**config.mk**
```make
export PLATFORM = sky130hd
export DESIGN_NAME = ext_bus_ctrl
export DESIGN_NICKNAME = d
export VERILOG_FILES = /design/src/rtl/ext_bus_pkg.sv /design/src/rtl/ext_bus_clkdiv.sv /design/src/rtl/ext_bus_lanes.sv /design/src/rtl/ext_bus_seq.sv /design/src/rtl/ext_bus_ctrl.sv
export SDC_FILE = /design/constraint.sdc
export NUM_CORES = 1
export LEC_CHECK = 0
export BUFFER_PORTS_ARGS = -buffer_cell sky130_fd_sc_hd__buf_4
export CORE_UTILIZATION = 35
export DETAILED_ROUTE_END_ITERATION = 10
export GPL_TIMING_DRIVEN = 0
export SLEW_MARGIN = 20
export SYNTH_ARGS = -nofsm -noshare
export SYNTH_HDL_FRONTEND = slang
export SYNTH_HIERARCHICAL = 1
export SYNTH_SLANG_ARGS = --single-unit
```
**constraint.sdc**
```tcl
create_clock -name clk_i -period 4.81 [get_ports clk_i]
set_clock_uncertainty 0.1 [all_clocks]
set_input_delay 0.2405 -clock clk_i [delete_from_list [all_inputs] [get_ports clk_i]]
set_output_delay 0.2405 -clock clk_i [all_outputs]
set_load 0.005 [all_outputs]
```
**src/rtl/ext_bus_pkg.sv**
```systemverilog
package ext_bus_pkg;
  typedef enum logic [1:0] {ST_IDLE = 2'd0, ST_HOLD = 2'd1, ST_RUN = 2'd2} bus_st_e;

  localparam logic [2:0] TK_STROBE_LAST = 3'd6;
  localparam logic [2:0] TK_END         = 3'd7;

  localparam logic [1:0] MODE_WAIT1   = 2'd0;
  localparam logic [1:0] MODE_LONG    = 2'd1;
  localparam logic [1:0] MODE_LONG_EA = 2'd2;

  typedef struct packed {
    logic two;     // transfer needs two byte cycles
    logic wcyc;    // single 16-bit word cycle
    logic lane;    // byte on ad[15:8]
    logic hi_sel;  // odd byte selected
    logic lo_sel;  // even byte selected (or 8-bit cycle)
  } lane_plan_t;
endpackage

```
**src/rtl/ext_bus_clkdiv.sv**
```systemverilog
module ext_bus_clkdiv #(
  parameter int DIV_W = 2
) (
  input  logic clk_i,
  input  logic rst_ni,
  output logic clkout_o
);
  logic [DIV_W-1:0] cnt_q;

  always_ff @(posedge clk_i or negedge rst_ni) begin
    if (!rst_ni) cnt_q <= '0;
    else         cnt_q <= cnt_q + 1'b1;
  end

  assign clkout_o = cnt_q[DIV_W-1];
endmodule

```
**src/rtl/ext_bus_lanes.sv**
```systemverilog
module ext_bus_lanes
  import ext_bus_pkg::*;
#(
  parameter int AW = 20
) (
  input  logic [AW-1:0] a_i,
  input  logic          word_i,
  input  logic          bus16_i,
  input  logic          part_i,
  input  logic [15:0]   wd_i,
  output logic [AW-1:0] ba_o,
  output lane_plan_t    plan_o,
  output logic [15:0]   dout_o
);
  logic [7:0] db;

  always_comb begin
    ba_o          = a_i + AW'(part_i);
    plan_o.two    = word_i && (!bus16_i || a_i[0]);
    plan_o.wcyc   = word_i && bus16_i && !a_i[0];
    plan_o.lane   = bus16_i && ba_o[0];
    plan_o.hi_sel = bus16_i && (plan_o.wcyc || ba_o[0]);
    plan_o.lo_sel = !bus16_i || plan_o.wcyc || !ba_o[0];
    db            = part_i ? wd_i[15:8] : wd_i[7:0];
    dout_o        = plan_o.wcyc ? wd_i : {db, db};
  end
endmodule

```
**src/rtl/ext_bus_seq.sv**
```systemverilog
module ext_bus_seq
  import ext_bus_pkg::*;
#(
  parameter int AW  = 20,
  parameter int WSW = 3
) (
  input  logic           clk_i,
  input  logic           rst_ni,
  input  logic           req_i,
  input  logic [AW-1:0]  addr_i,
  input  logic [15:0]    wdata_i,
  input  logic           word_i,
  input  logic           we_i,
  input  logic           fetch_i,
  input  logic [1:0]     mode_i,
  input  logic [1:0]     bw_cfg_i,
  input  logic [WSW-1:0] max_ws_i,
  input  logic           buswidth_i,
  input  logic           ready_i,
  input  logic           hold_i,
  input  logic [15:0]    ad_i,
  input  lane_plan_t     plan_i,
  output bus_st_e        st_o,
  output logic [2:0]     tick_o,
  output logic           wait_o,
  output logic           part_o,
  output logic [AW-1:0]  a_o,
  output logic [15:0]    wd_o,
  output logic           word_o,
  output logic           we_o,
  output logic           fetch_o,
  output logic           bus16_o,
  output logic [15:0]    rdata_o
);
  logic         wph_q;
  logic [WSW:0] ws_q;
  logic         need_wait;
  logic [7:0]   rbyte;

  assign need_wait = (mode_i == MODE_WAIT1 && ws_q == '0) ||
                     (!ready_i && ws_q < {1'b0, max_ws_i});
  assign rbyte = plan_i.lane ? ad_i[15:8] : ad_i[7:0];

  always_ff @(posedge clk_i or negedge rst_ni) begin
    if (!rst_ni) begin
      st_o <= ST_IDLE; tick_o <= '0; wait_o <= 1'b0; wph_q <= 1'b0; ws_q <= '0;
      part_o <= 1'b0; a_o <= '0; wd_o <= '0; word_o <= 1'b0; we_o <= 1'b0;
      fetch_o <= 1'b0; bus16_o <= 1'b0; rdata_o <= '0;
    end else begin
      unique case (st_o)
        ST_IDLE: begin
          if (hold_i) st_o <= ST_HOLD;
          else if (req_i) begin
            st_o <= ST_RUN; tick_o <= '0; wait_o <= 1'b0; ws_q <= '0; part_o <= 1'b0;
            a_o <= addr_i; wd_o <= wdata_i; word_o <= word_i; we_o <= we_i;
            fetch_o <= fetch_i; rdata_o <= '0;
            bus16_o <= (bw_cfg_i == 2'b11) ? buswidth_i : (bw_cfg_i == 2'b10);
          end
        end
        ST_HOLD: if (!hold_i) st_o <= ST_IDLE;
        ST_RUN: begin
          if ((wait_o && wph_q) || (!wait_o && tick_o == TK_STROBE_LAST)) begin
            if (need_wait) begin
              wait_o <= 1'b1; wph_q <= 1'b0; ws_q <= ws_q + 1'b1;
            end else begin
              wait_o <= 1'b0; tick_o <= TK_END;
              if (plan_i.wcyc)  rdata_o <= ad_i;
              else if (part_o)  rdata_o[15:8] <= rbyte;
              else              rdata_o[7:0] <= rbyte;
            end
          end else if (wait_o) begin
            wph_q <= 1'b1;
          end else if (tick_o == TK_END) begin
            if (plan_i.two && !part_o) begin
              part_o <= 1'b1; tick_o <= '0; ws_q <= '0;
            end else begin
              st_o <= hold_i ? ST_HOLD : ST_IDLE;
            end
          end else begin
            tick_o <= tick_o + 3'd1;
          end
        end
        default: st_o <= ST_IDLE;
      endcase
    end
  end
endmodule

```
**src/rtl/ext_bus_ctrl.sv**
```systemverilog
module ext_bus_ctrl
  import ext_bus_pkg::*;
#(
  parameter int AW  = 20,
  parameter int WSW = 3
) (
  input  logic           clk_i,
  input  logic           rst_ni,
  input  logic           req_i,
  input  logic [AW-1:0]  addr_i,
  input  logic [15:0]    wdata_i,
  input  logic           word_i,
  input  logic           we_i,
  input  logic           fetch_i,
  output logic [15:0]    rdata_o,
  output logic           done_o,
  input  logic [1:0]     mode_i,
  input  logic [1:0]     bw_cfg_i,
  input  logic           split_wr_i,
  input  logic           adv_i,
  input  logic [WSW-1:0] max_ws_i,
  output logic           clkout_o,
  output logic           ale_o,
  output logic           rd_n_o,
  output logic           wr_n_o,
  output logic           bhe_n_o,
  output logic           inst_o,
  output logic [15:0]    ad_o,
  output logic           ad_oe_o,
  input  logic [15:0]    ad_i,
  output logic [AW-17:0] addr_hi_o,
  input  logic           ready_i,
  input  logic           buswidth_i,
  input  logic           hold_i,
  output logic           hlda_o,
  output logic           breq_o,
  output logic           cfg_err_o
);
  bus_st_e       st;
  logic [2:0]    tick;
  logic          wt, part, word_r, we_r, fetch_r, bus16;
  logic [AW-1:0] a_r, ba;
  logic [15:0]   wd_r, dout;
  lane_plan_t    plan;
  logic          m12, run, ale_w, adr_w, str_w, dat_w, adv_w;

  ext_bus_clkdiv #(.DIV_W(2)) u_clkdiv (.clk_i(clk_i), .rst_ni(rst_ni), .clkout_o(clkout_o));

  ext_bus_lanes #(.AW(AW)) u_lanes (
    .a_i(a_r), .word_i(word_r), .bus16_i(bus16), .part_i(part), .wd_i(wd_r),
    .ba_o(ba), .plan_o(plan), .dout_o(dout)
  );

  ext_bus_seq #(.AW(AW), .WSW(WSW)) u_seq (
    .clk_i(clk_i), .rst_ni(rst_ni), .req_i(req_i), .addr_i(addr_i), .wdata_i(wdata_i),
    .word_i(word_i), .we_i(we_i), .fetch_i(fetch_i), .mode_i(mode_i), .bw_cfg_i(bw_cfg_i),
    .max_ws_i(max_ws_i), .buswidth_i(buswidth_i), .ready_i(ready_i), .hold_i(hold_i),
    .ad_i(ad_i), .plan_i(plan), .st_o(st), .tick_o(tick), .wait_o(wt), .part_o(part),
    .a_o(a_r), .wd_o(wd_r), .word_o(word_r), .we_o(we_r), .fetch_o(fetch_r),
    .bus16_o(bus16), .rdata_o(rdata_o)
  );

  always_comb begin
    m12   = (mode_i == MODE_LONG) || (mode_i == MODE_LONG_EA);
    run   = (st == ST_RUN);
    ale_w = run && !wt && (m12 ? (tick <= 3'd1) : (tick == 3'd1 || tick == 3'd2));
    adr_w = run && !wt && ((mode_i == MODE_LONG_EA) ? (tick <= 3'd2)
                                                    : (tick == 3'd1 || tick == 3'd2));
    str_w = run && (wt || (tick >= (m12 ? 3'd3 : 3'd5) && tick <= TK_STROBE_LAST));
    dat_w = run && we_r && (wt || (tick >= 3'd3 && tick <= TK_STROBE_LAST));
    adv_w = run && (wt || ((m12 || tick != 3'd0) && tick <= TK_STROBE_LAST));

    ale_o     = adv_i ? !adv_w : ale_w;
    rd_n_o    = !(str_w && !we_r);
    wr_n_o    = !(str_w && we_r && (!split_wr_i || plan.lo_sel));
    bhe_n_o   = split_wr_i ? !(str_w && we_r && plan.hi_sel) : !(run && plan.hi_sel);
    inst_o    = run && fetch_r && !we_r;
    ad_oe_o   = adr_w || dat_w;
    ad_o      = adr_w ? ba[15:0] : (dat_w ? dout : '0);
    addr_hi_o = run ? ba[AW-1:16] : '0;
    done_o    = run && !wt && tick == TK_END && (!plan.two || part);
    hlda_o    = (st == ST_HOLD);
    breq_o    = req_i && hlda_o;
    cfg_err_o = (bw_cfg_i == 2'b00);
  end
endmodule

```
==> results.md <==
Outcome:
- The flow ran to the end, and the final reports show no timing, DRC or antenna violations.

Worst setup path:
- On the critical path the largest part of the delay comes from buffers and inverters.
- The library cell contributing the largest single delay on the critical path is nor3_1.
- In this run the worst path has a maximum fanout of 10.
- STA puts the critical path data arrival time at 2.79 ns.
- The worst setup path is of the flop to flop kind.
- Walking the worst path, the cells encountered are clkbuf_1 -> nor3_1 -> clkbuf_1 -> buf_2 -> nand2_1 -> nand2_1.
- The worst path required time is ~5 ns.
- For this run, the slowest stage of the critical path takes around 0.75 ns.
- The worst setup path is launched from a flop.
- Counting both buffers and inverters, the worst setup path holds a total of 3.
- The worst setup path is captured at a flop.

Synth:
- Of all flip-flops after synthesis, the portion carrying an async set or reset was 100%.
- Synthesis handed over a netlist of around 480 instances.
- Yosys mapped a number of flops with a built-in enable equal to 0.
- In this run the cell area of the synthesized design comes to between 0.004 and 0.005 sq mm.
- For this run, the number of Yosys warnings is 6.
- Each instance of the synthesized netlist takes up on average ~9 sq um.
- For this run, the register share of the synthesized area comes to roughly 40%.
- Synthesis produced a netlist with a net count of between 500 and 600.
- The number of distinct library cells after synthesis is 61.
- After synthesis the netlist holds a flip-flop and latch count of 70.
- For this run, the leading register cell type out of synthesis is dfrtp_1.

Power:
- The net switching component of the power is about 800 uW.
- In this run, flip-flops and latches consume between 40 and 50% of the power.
- The internal portion of the total power is 1460 uW.
- The leakage power figure is 0.00298 uW.
- The switching part of the total power is around 36%.
- Dividing total power by cell area gives a power density of roughly 380 mW/mm^2.
- The worst ir drop on vdd is 0.185 mV.
- The power share of the clock group is about 27%.
- The proportion of power drawn by combinational gates is 32.9%.

Routing:
- The detail route stage leaves a number of antenna-violating nets equal to 0.
- Summing over every cut layer, the via total after detailed routing is 3951.
- After detailed routing, the number of vias per cell comes to 4.94.
- For this run, design rule violations remaining after detail routing come to 0.
- After detailed routing, the total wire length is around 12 mm.
- After detailed routing, the average wire length per cell comes to approximately 15 um.
- The detailed router finished its first iteration with ~210 violations.
- The length of the first detailed-routing pass in iterations is 4.

Clock network:
- Once the clock tree was built, the resizer swapped 0 gates to a different size.
- The clock-pin slew reported for the worst setup and hold paths after clock tree synthesis is approximately 0.060 ns.
- The clock latency on the worst-skew pair is between 0.3 and 0.4 ns.
- The number of buffers added by the clock tree synthesis step is 9.
- The total number of clock tree sinks is 70.
- The maximum clock path buffer count is 2.
- In this run the clock root is driven by a clkbuf_16.
- In this run, post-CTS hold repair placed 24 buffers.
- Buffers added to address setup during post-CTS repair amount to 0.
- TritonCTS built the clock tree.
- The H-tree was split into 3 levels.

Place:
- The last weighted congestion value of the routability-driven placer is about 0.8.
- The area of placed instances is approximately 0.0054 sq mm.
- Counting tap cells, the placed design contains a total of about 760 instances.
- Detailed placement ended at an HPWL of slightly above 9 mm.
- The count of buffers added on input and output ports is approximately 120.
- OpenSTA, run right after detailed placement, puts the worst setup slack at approximately 2.2 ns.

GRT:
- The largest net degree at the start of global routing is 71.
- The initial antenna violation count is 0.
- The number of global-route vias before repair is 3969.
- The wire length of the first global-routing pass is between 20 and 25 mm.
- The overall global routing resource usage is between 20% and 30%.
- The global-route congestion overflow total is 0.

Cells and area:
- The finished layout holds 799 standard cells, fillers aside.
- The area taken by flip-flops and latches is ~0.0018 sq mm.
- The layout has approximately 1200 filler cells.
- In the layout the commonest cells are 138 x nand2_1, 117 x buf_4, 70 x dfrtp_1.
- The fraction of final layout cells with drive strength greater than 1 is a little under a third.
- Compared with the post-synthesis result, the final layout area differs by 36.6%.
- In the final layout, the multi-input gates occupy about 0.0025 sq mm.
- The total inserted antenna cells is 0.
- The library cell used most frequently in the layout, excluding fill and tap cells, is nand2_1.
- For this run, the post-layout net count is 709.
- After routing the design area is around 0.006 sq mm.

Job:
- The reported max-cap violation count is 0.

Die:
- From left edge to right edge, the die measures approximately 110 um.
- The area of the die is 0.0129 sq mm.
- The height of the die is between 100 and 150 um.
- The number of top-level design ports is 117.
- In this run the standard cell core region covers 0.0121 sq mm.
- The initial core utilization is 36.1%.
- The initialized floorplan defines 40 standard-cell rows.

STA:
- The final count of hold timing violations came to 0.
- For the final routed database, the setup TNS stands at 0 ns.
- Setup slack closes at 2.19 ns.
- The shortest clock period the worst path allows after layout is between 2 and 3 ns.
- The worst pin sits at a relative slew slack of approximately 36%.
- The number of setup violations in the final report is 0.
- For the pin with the worst max-slew slack, the measured transition is approximately 0.96 ns.
- The number of pins with negative max-slew slack in the final report is 0.
- For this run, the top clock speed supported by timing is 0.382 GHz.
- Setup repair after global routing left no endpoint under its margin.
- Across all hold checks on the routed design, the worst slack comes to about 0.0077 ns.
- The part of the cycle the worst path needs is between 50% and 60%.

Hold path:
- The path category of the worst min-delay check is input pin to flop.
## power by group through the flow
stage               sequential (uW)  combinational, uW  clock (uW)
floorplan                       868                503           0
global placement                910                717           0
detailed placement              920                732           0
CTS                             913                751         630
global route                    941                826         663
finish                          913                747         609
## worst reg2reg max path: stages (launching register included)
cell and delay [ns]:
dfrtp_1 0.46, clkbuf_1 0.22, nor3_1 0.76, clkbuf_1 0.51
buf_2 0.31, nand2_1 0.11, nand2_1 0.08
## per-layer routing
metal / share of wire, % / wire length, um / global-route usage, % / up-vias
met2: 47 / 5650 / 31.6 / 95
met5: 0 / 0 / 0 / -
met1: 47 / 5670 / 27.4 / 1886
li1: - / - / - / 1957
met3: 4.6 / 558 / 3.19 / 13
met4: 1.7 / 205 / 7.98 / 0
## layout make-up
class	count	share of cell area, %
Multi-Input combinational cell	370	41.3
Sequential cell	70	29.4
Timing Repair Buffer	140	18.6
Clock buffer	10	3.84
Tap cell	168	3.52
Buffer	17	1.45
Inverter	18	1.13
Clock inverter	6	0.797
## state kept, by name (all words and copies together), names as in the netlist
signal          count
u_seq/wd_o         16
u_seq/a_o          20
u_seq/bus16_o       1
u_seq/word_o        1
u_seq/wait_o        1
u_seq/part_o        1
u_seq/fetch_o       1
u_clkdiv/cnt_q      2
u_seq/ws_q          4
u_seq/tick_o        3
u_seq/wph_q         1
u_seq/rdata_o      16
u_seq/st_o          2
u_seq/we_o          1
## kinds of logic after synthesis
logic type | Yosys count | synth area share (%)
AOI/OAI and AO/OA | 78 | 14.5
xor gates and xnor gates | 20 | 4.01
adders and majority gates | 13 | 3.72
buffers and inverters | 35 | 3.52
DFF | 70 | 40.1
muxes | 37 | 8.94
and+or+nand+nor | 222 | 25.2
## Yosys cell counts (2+ instances only)
| cell type | instances | area, sq um |
|---|---|---|
| nor2_2 | 2 | 12.5 |
| nor2b_1 | 9 | 56.3 |
| a41oi_1 | 2 | 17.5 |
| nor4_4 | 2 | 42.5 |
| ha_1 | 13 | 163 |
| nand2_1 | 138 | 518 |
| and3_1 | 3 | 18.8 |
| and2_1 | 9 | 56.3 |
| buf_2 | 3 | 15.0 |
| nor3_2 | 2 | 20.0 |
| nor2_1 | 10 | 37.5 |
| nand3b_1 | 3 | 22.5 |
| mux2i_1 | 21 | 210 |
| o21ai_0 | 10 | 50.1 |
| nand4_1 | 4 | 25.0 |
| nand3_1 | 12 | 60.1 |
| mux2_2 | 16 | 180 |
| inv_1 | 18 | 67.6 |
| or2_2 | 2 | 12.5 |
| nor3_1 | 9 | 45.0 |
| a31oi_1 | 7 | 43.8 |
| a21o_1 | 2 | 15.0 |
| clkbuf_1 | 10 | 37.5 |
| a21boi_0 | 2 | 15.0 |
| xnor2_1 | 11 | 96.3 |
| xor2_1 | 9 | 78.8 |
| nand2b_1 | 4 | 25.0 |
| a22o_2 | 16 | 160 |
| dfrtp_1 | 70 | 1750 |
| o2bb2ai_1 | 16 | 140 |
| or3_1 | 2 | 12.5 |
| a21oi_1 | 8 | 40.0 |
| buf_6 | 2 | 22.5 |
## through the flow
stage,power (uW),util (%)
global placement,1630,45.0
finish,2270,49.3
CTS,2290,49.3
floorplan,1370,-
global route,2430,49.3
detailed placement,1650,45.0
## final timing paths
| path | startpoint | endpoint | slack (ns) | cells after the start |
|---|---|---|---|---|
| worst max register to register | u_seq/st_o[1] | u_seq/wd_o[7] | 2.19 | 6 |
| max in group asynchronous | rst_ni | u_seq/wd_o[6] | 3.55 | 2 |
| worst min-delay path | wdata_i[6] | u_seq/wd_o[6] | 0.008 | 3 |
| worst max-delay path | u_seq/st_o[1] | u_seq/wd_o[7] | 2.19 | 6 |
| worst min register to register | u_clkdiv/cnt_q[0] | u_clkdiv/cnt_q[0] | 0.34 | 1 |
| min in group asynchronous | rst_ni | u_seq/a_o[17] | 0.48 | 2 |
No activity file was read; power rests on OpenSTA's default activity.
